### config.mk
export PLATFORM = sky130hd
export DESIGN_NAME = gain_ramp_shaper
export DESIGN_NICKNAME = d
export VERILOG_FILES = /design/src/rtl/gr_pkg.sv /design/src/rtl/gr_profile_mem.sv /design/src/rtl/gr_ramp_fsm.sv /design/src/rtl/gr_lane_scale.sv /design/src/rtl/gain_ramp_shaper.sv
export SDC_FILE = /design/constraint.sdc
export NUM_CORES = 2
export LEC_CHECK = 0
export BUFFER_PORTS_ARGS = -buffer_cell sky130_fd_sc_hd__buf_2
export CORE_ASPECT_RATIO = 0.75
export CORE_UTILIZATION = 55
export DETAILED_ROUTE_END_ITERATION = 10
export PLACE_DENSITY_LB_ADDON = 0.08
export SETUP_SLACK_MARGIN = 0.3
export SLEW_MARGIN = 30
export SYNTH_ARGS = -nofsm -noshare
export SYNTH_HDL_FRONTEND = slang
export SYNTH_SLANG_ARGS = --single-unit
### constraint.sdc
create_clock -name clk -period 13 [get_ports clk]
set_clock_uncertainty 0.15 [all_clocks]
set_input_delay 2.6 -clock clk [delete_from_list [all_inputs] [get_ports clk]]
set_output_delay 2.6 -clock clk [all_outputs]
set_load 0.01 [all_outputs]
### src/rtl/gr_pkg.sv
package gr_pkg;
    typedef enum logic [2:0] {
        ST_IDLE,
        ST_RISE,
        ST_PLAT,
        ST_FALL,
        ST_FROZEN
    } ramp_st_t;
endpackage

### src/rtl/gr_profile_mem.sv
module gr_profile_mem #(
    parameter int AW = 7,
    parameter int GW = 12
) (
    input  logic          clk,
    input  logic          rst_n,
    input  logic          wr_en,
    input  logic          wr_ok,
    input  logic [AW-1:0] addr,
    input  logic [GW-1:0] wr_data,
    output logic [GW-1:0] rd_data,
    input  logic [AW-1:0] coef_addr,
    output logic [GW-1:0] coef
);
    localparam int DEPTH = 1 << AW;

    logic [GW-1:0] mem_q [DEPTH];

    always_ff @(posedge clk or negedge rst_n) begin
        if (!rst_n) begin
            for (int k = 0; k < DEPTH; k++) mem_q[k] <= '0;
        end else if (wr_en && wr_ok) begin
            mem_q[addr] <= wr_data;
        end
    end

    always_ff @(posedge clk or negedge rst_n) begin
        if (!rst_n) rd_data <= '0;
        else        rd_data <= mem_q[addr];
    end

    assign coef = mem_q[coef_addr];

    // Checker state: remember a refused write and the word it targeted.
    logic [AW-1:0] chk_addr;
    logic [GW-1:0] chk_old;
    logic          chk_blk;

    always_ff @(posedge clk or negedge rst_n) begin
        if (!rst_n) begin
            chk_addr <= '0;
            chk_old  <= '0;
            chk_blk  <= 1'b0;
        end else begin
            chk_addr <= addr;
            chk_old  <= mem_q[addr];
            chk_blk  <= wr_en && !wr_ok;
        end
    end

    p_wr_block_r2: assert property (@(posedge clk) disable iff (!rst_n)
        chk_blk |-> mem_q[chk_addr] == chk_old);
endmodule

### src/rtl/gr_ramp_fsm.sv
module gr_ramp_fsm
    import gr_pkg::*;
#(
    parameter int AW = 7
) (
    input  logic          clk,
    input  logic          rst_n,
    input  logic          en,
    input  logic          hold,
    input  logic          tx,
    input  logic          stb,
    input  logic [AW-1:0] len,
    output logic [AW-1:0] ptr
);
    ramp_st_t      st_q, st_d;
    logic [AW-1:0] ptr_q, ptr_d, ptr_step;

    function automatic ramp_st_t settle(input logic t, input logic [AW-1:0] p,
                                        input logic [AW-1:0] l);
        if (t) return (p >= l) ? ST_PLAT : ST_RISE;
        return (p == '0) ? ST_IDLE : ST_FALL;
    endfunction

    // One-step move of the pointer in the direction set by tx.
    always_comb begin
        if (tx) ptr_step = (ptr_q < len) ? ptr_q + 1'b1 : ptr_q;
        else    ptr_step = (ptr_q != '0) ? ptr_q - 1'b1 : ptr_q;
    end

    always_comb begin
        st_d  = st_q;
        ptr_d = ptr_q;
        if (!en) begin
            st_d  = ST_IDLE;
            ptr_d = '0;
        end else if (hold) begin
            st_d = ST_FROZEN;
        end else begin
            unique case (st_q)
                ST_IDLE, ST_RISE, ST_PLAT, ST_FALL: begin
                    if (stb) begin
                        ptr_d = ptr_step;
                        st_d  = settle(tx, ptr_step, len);
                    end
                end
                ST_FROZEN: begin
                    if (stb) ptr_d = ptr_step;
                    st_d = settle(tx, ptr_d, len);
                end
            endcase
        end
    end

    always_ff @(posedge clk or negedge rst_n) begin
        if (!rst_n) begin
            st_q  <= ST_IDLE;
            ptr_q <= '0;
        end else begin
            st_q  <= st_d;
            ptr_q <= ptr_d;
        end
    end

    assign ptr = ptr_q;

    p_dis_zero_r5: assert property (@(posedge clk) disable iff (!rst_n)
        !en |=> ptr_q == '0);
    p_hold_freeze_r9: assert property (@(posedge clk) disable iff (!rst_n)
        en && hold |=> $stable(ptr_q));
    p_no_move_r10: assert property (@(posedge clk) disable iff (!rst_n)
        en && !stb |=> $stable(ptr_q));
    p_idle_zero_r7: assert property (@(posedge clk) disable iff (!rst_n)
        st_q == ST_IDLE |-> ptr_q == '0);
    p_ptr_step_r8: assert property (@(posedge clk) disable iff (!rst_n)
        ptr_q != $past(ptr_q) |->
            (ptr_q == $past(ptr_q) + 1'b1) || (ptr_q + 1'b1 == $past(ptr_q)) || (ptr_q == '0));
endmodule

### src/rtl/gr_lane_scale.sv
module gr_lane_scale #(
    parameter int DW = 16,
    parameter int GW = 12
) (
    input  logic                 clk,
    input  logic                 rst_n,
    input  logic                 stb,
    input  logic signed [DW-1:0] x,
    input  logic        [GW-1:0] g,
    output logic signed [DW-1:0] y
);
    localparam int PW   = DW + GW + 1;
    localparam int FRAC = GW - 1;
    localparam int SW   = PW - FRAC;
    localparam int RNDV = 1 << (FRAC - 1);
    localparam logic signed [SW-1:0] HI = SW'((1 << (DW - 1)) - 1);
    localparam logic signed [SW-1:0] LO = -HI - SW'(1);

    logic signed [PW-1:0] xe, ge, prod, rnd;
    logic signed [SW-1:0] sh;
    logic signed [DW-1:0] y_d;

    assign xe   = PW'(x);
    assign ge   = PW'($signed({1'b0, g}));
    assign prod = xe * ge;
    assign rnd  = prod + PW'(RNDV);
    assign sh   = rnd[PW-1:FRAC];

    always_comb begin
        if (sh > HI)      y_d = {1'b0, {(DW-1){1'b1}}};
        else if (sh < LO) y_d = {1'b1, {(DW-1){1'b0}}};
        else              y_d = sh[DW-1:0];
    end

    always_ff @(posedge clk or negedge rst_n) begin
        if (!rst_n)   y <= '0;
        else if (stb) y <= y_d;
    end

    p_sign_keep_r4: assert property (@(posedge clk) disable iff (!rst_n)
        stb && !x[DW-1] |=> !y[DW-1]);
endmodule

### src/rtl/gain_ramp_shaper.sv
module gain_ramp_shaper #(
    parameter int DW = 16,
    parameter int GW = 12,
    parameter int AW = 7
) (
    input  logic                 clk,
    input  logic                 rst_n,
    input  logic                 prof_en,
    input  logic                 prof_hold,
    input  logic        [AW-1:0] prof_len,
    input  logic                 tx_en,
    input  logic                 smp_stb,
    input  logic signed [DW-1:0] in_i,
    input  logic signed [DW-1:0] in_q,
    input  logic                 host_wr_en,
    input  logic        [AW-1:0] host_addr,
    input  logic        [GW-1:0] host_wr_data,
    output logic        [GW-1:0] host_rd_data,
    output logic                 out_vld,
    output logic signed [DW-1:0] out_i,
    output logic signed [DW-1:0] out_q
);
    localparam int NL = 2;
    localparam logic [GW-1:0] UNITY = GW'(1) << (GW - 1);

    logic [AW-1:0] ptr;
    logic [GW-1:0] coef, g_sel, gain_q;
    logic          frozen;

    assign frozen = prof_en && prof_hold;

    gr_profile_mem #(.AW(AW), .GW(GW)) u_mem (
        .clk      (clk),
        .rst_n    (rst_n),
        .wr_en    (host_wr_en),
        .wr_ok    (!prof_en || prof_hold),
        .addr     (host_addr),
        .wr_data  (host_wr_data),
        .rd_data  (host_rd_data),
        .coef_addr(ptr),
        .coef     (coef)
    );

    gr_ramp_fsm #(.AW(AW)) u_fsm (
        .clk  (clk),
        .rst_n(rst_n),
        .en   (prof_en),
        .hold (prof_hold),
        .tx   (tx_en),
        .stb  (smp_stb),
        .len  (prof_len),
        .ptr  (ptr)
    );

    always_comb begin
        if (!prof_en)    g_sel = UNITY;
        else if (frozen) g_sel = gain_q;
        else             g_sel = coef;
    end

    always_ff @(posedge clk or negedge rst_n) begin
        if (!rst_n) begin
            gain_q  <= UNITY;
            out_vld <= 1'b0;
        end else begin
            out_vld <= smp_stb;
            if (smp_stb && !frozen) gain_q <= g_sel;
        end
    end

    logic signed [DW-1:0] lane_x [NL];
    logic signed [DW-1:0] lane_y [NL];

    assign lane_x[0] = in_i;
    assign lane_x[1] = in_q;

    for (genvar k = 0; k < NL; k++) begin : g_lane
        gr_lane_scale #(.DW(DW), .GW(GW)) u_lane (
            .clk  (clk),
            .rst_n(rst_n),
            .stb  (smp_stb),
            .x    (lane_x[k]),
            .g    (g_sel),
            .y    (lane_y[k])
        );
    end

    assign out_i = lane_y[0];
    assign out_q = lane_y[1];

    p_vld_follow_r10: assert property (@(posedge clk) disable iff (!rst_n)
        smp_stb |=> out_vld);
    p_vld_quiet_r10: assert property (@(posedge clk) disable iff (!rst_n)
        !smp_stb |=> !out_vld && $stable(out_i) && $stable(out_q));
    p_unity_pass_r5: assert property (@(posedge clk) disable iff (!rst_n)
        smp_stb && !prof_en |=> out_i == $past(in_i) && out_q == $past(in_q));
    p_lane_match_r3: assert property (@(posedge clk) disable iff (!rst_n)
        smp_stb && in_i == in_q |=> out_i == out_q);
endmodule

==> results.json <==
{
  "status": "completed",
  "finalNetCount": 7738,
  "portBuffers": 109,
  "grt_pass1_wl_um": 487000,
  "antenna_found_initial": 31,
  "synth_area_mm2": 0.0960,
  "post_cts_buffers": 0,
  "p_leak_nw": 48.3,
  "io_pins": 110,
  "hp-start": "gain_q[6]",
  "synth_area_per_cell_um2": 12.9,
  "fin_setup_tns_ns": 0,
  "drt_wl_total_um": 333000,
  "dpl_cell_area_mm2": 0.0983,
  "antenna_left": 0,
  "synth-warning-count": 0,
  "synth-seq-area-share": 0.417,
  "power_mw": 15.7,
  "cts_max_level": 4,
  "synthArstFlopShare": 1.00,
  "syn_to_final_growth_pct": 8.55,
  "cts_tree": "yes",
  "combPwrFrac": 0.313,
  "cts_root_buf": "clkbuf_16",
  "wl_per_cell_um": 34.9,
  "timing.rr.start": "u_fsm.ptr[0]",
  "synthFlopType": "dfrtp_1",
  "syn_inst": 7424,
  "maxCapViolCount": 0,
  "finalInstanceArea_mm2": 0.104,
  "seq_area_mm2": 0.0401,
  "initialDrtViolationCount": 9950,
  "power_frac_seq": 0.368,
  "dieHeight_um": 364,
  "crit_path_start_kind": "register",
  "fillers": 13600,
  "hp-class": "reg2reg",
  "vias_per_cell": 7.17,
  "power_density_mw_per_mm2": 150,
  "dpl.hpwl_um": 211000,
  "cts_inserted_buffers": 166,
  "max_slew.worst_pin.slew_ns": 1.12,
  "hold_viol_final": 0,
  "period_needed_ns": 11.44,
  "rsz0062_at_grt": "no",
  "clkSinkCount": 1600,
  "swShare": 0.346,
  "crit_required_ns": 13.56,
  "setup_viol": 0,
  "critPathMaxStageDelay_ns": 0.81,
  "clock_latency_ns": 0.83,
  "synth_seq_cells": 1600,
  "synth_cell_types": 79,
  "internal_power_mw": 10.2,
  "critPathArrivalTime_ns": 12.00,
  "synth_edf_count": 0,
  "drc": 0,
  "worstPathMaxFanout": 32,
  "multi_input_area_mm2": 0.0521,
  "die-area_mm2": 0.176,
  "startpoint": "u_fsm.ptr[0]",
  "holdWs_ns": 0.331,
  "slew_headroom": 0.235,
  "num_rows": 132,
  "cts_resized": 0,
  "pwr-share-clk": 0.319,
  "initial_core_util": 0.555,
  "die_width_um": 485,
  "grt_overflow": 0,
  "fmax_mhz": 87.4,
  "gp_congestion": 0.953,
  "slew_viol_final": 0,
  "crit_top_cell": "fa_1",
  "slowest_stage": "dfrtp_4",
  "fin_crit_sh": 0.880,
  "fp.coreArea_mm2": 0.173,
  "end_kind": "register",
  "grt_start_max_net_pins": 180,
  "syn-num-nets": 8023,
  "criticalPathCategory": "reg2reg",
  "grt_pass1_vias": 67700,
  "clk_pin_slew_ns": 0.06,
  "vdd.ir_drop.worst_uv": 123,
  "first_pass_iters": 6,
  "power.switching_mw": 5.43,
  "num_vias": 68600,
  "drive_gt1_frac": 0.363,
  "grt_usage": 0.380,
  "clk_path_buf_depth": 3,
  "cts_hold_buffers": 0
}
## cells in the mapped netlist, drive strengths merged (3+ instances only)
cell type	n	share of area
o21ai	84	0.0044
mux2i	34	0.0035
buf	125	0.0060
xor2	17	0.0016
nand3	28	0.0015
nand2b	19	0.0012
inv	358	0.014
nor4	17	0.0012
a311o	18	0.0020
a22oi	510	0.040
and3	17	0.0011
o21a	4	0.00031
o211ai	23	0.0018
o22ai	4	0.00026
fa	357	0.074
a22o	137	0.012
nor3	8	0.00042
o31ai	10	0.00078
a31oi	95	0.0062
a21o	41	0.0032
nand4	102	0.0066
xnor2	38	0.0035
dfrtp	1599	0.42
a21boi	5	0.00039
a211oi	3	0.00029
nand2	397	0.016
a311oi	3	0.00027
ha	177	0.023
nor3b	6	0.00047
o2111ai	7	0.00064
a2111oi	3	0.00027
mux2	1542	0.18
a221oi	138	0.013
nor2b	54	0.0035
and4	4	0.00036
nor2	49	0.0019
o21bai	9	0.00070
a31o	3	0.00036
o221ai	3	0.00027
or3	3	0.00020
and2	190	0.012
clkbuf	591	0.023
a21oi	84	0.0045
mux4	479	0.11
## routing by layer
layer  up-vias  global-route usage  share of wire
li1      27100                   -              -
met1     36200               0.554           0.41
met2      4476               0.511           0.41
met3       772               0.147           0.14
met4        32               0.135          0.037
met5         -                   0        0.00065
## layout make-up
| class | count | share of cell area |
|---|---|---|
| clock buffer | 242 | 0.0474 |
| multi-input combinational | 4749 | 0.499 |
| inverter | 359 | 0.0130 |
| sequential | 1600 | 0.384 |
| antenna | 9 | 0.000216 |
| timing repair buffer | 263 | 0.0219 |
| tap | 2278 | 0.0273 |
| clock inverter | 61 | 0.00648 |
## cells in the final DEF, fill, tap and decap left out, drive strengths merged, types with 190 or more instances in the layout
cell       n
dfrtp   1599
a22oi    510
mux2    1542
fa       357
nand2    397
and2     190
inv      365
clkbuf   242
mux4     479
buf      263
## critical path, delay by kind of cell, from the launching register on
kind                       cells  cell delay, ns
adders and majority gates      7            3.01
buffers and inverters         10            1.74
muxes                          4            2.46
and+or+nand+nor                4            1.05
xor gates and xnor gates       1            0.25
AOI/OAI and AO/OA              9            1.73
DFF                            1            0.81
## power groups by stage
stage                     combinational, mW  sequential, mW  clock, mW
after floorplan                        3.28            5.68          0
after global placement                 4.69            5.83          0
after detailed placement               4.79            5.83          0
after CTS                              4.82            5.75       5.04
after global routing                   5.28            5.80       5.26
final                                  4.90            5.77       5.00
## path summary, 6_finish.rpt
kind | to | slack, ns | cells after the start
worst min-delay path | gain_q[6] | 0.33 | 2
worst max register to register | g_lane[0].u_lane.y[7] | 1.56 | 35
min in group asynchronous | u_mem.mem_q[622] | 1.46 | 1
worst max-delay path | g_lane[0].u_lane.y[7] | 1.56 | 35
max in group asynchronous | u_mem.mem_q[867] | 8.61 | 5
worst min register to register | gain_q[6] | 0.33 | 2
## state kept, by name, summed over array words and instances, names as in the netlist
| signal | cells |
|---|---|
| gain_q | 12 |
| u_mem.rd_data | 12 |
| g_lane.u_lane.y | 32 |
| out_vld | 1 |
| u_mem.mem_q | 1536 |
| u_fsm.ptr | 7 |
## logic make-up (layout without fill, tap and decap cells)
family | Yosys count | after routing | share of synthesized area
AOI/OAI and AO/OA | 1201 | 1201 | 0.0934
and+or+nand+nor | 904 | 904 | 0.0473
buffers and inverters | 1075 | 925 | 0.0432
other | 0 | 9 | 0
adders and majority gates | 534 | 534 | 0.0975
DFF | 1600 | 1600 | 0.417
muxes | 2055 | 2055 | 0.297
xor gates and xnor gates | 55 | 55 | 0.00509
## through the flow
step,setup WS [ns],instances,util
floorplan,2.80,7424,-
global placement,1.49,9239,0.568
detailed placement,1.72,9242,0.568
CTS,1.71,9545,0.601
global route,1.18,9553,0.602
finish,1.56,9561,0.602
No activity file was read; power rests on OpenSTA's default activity.
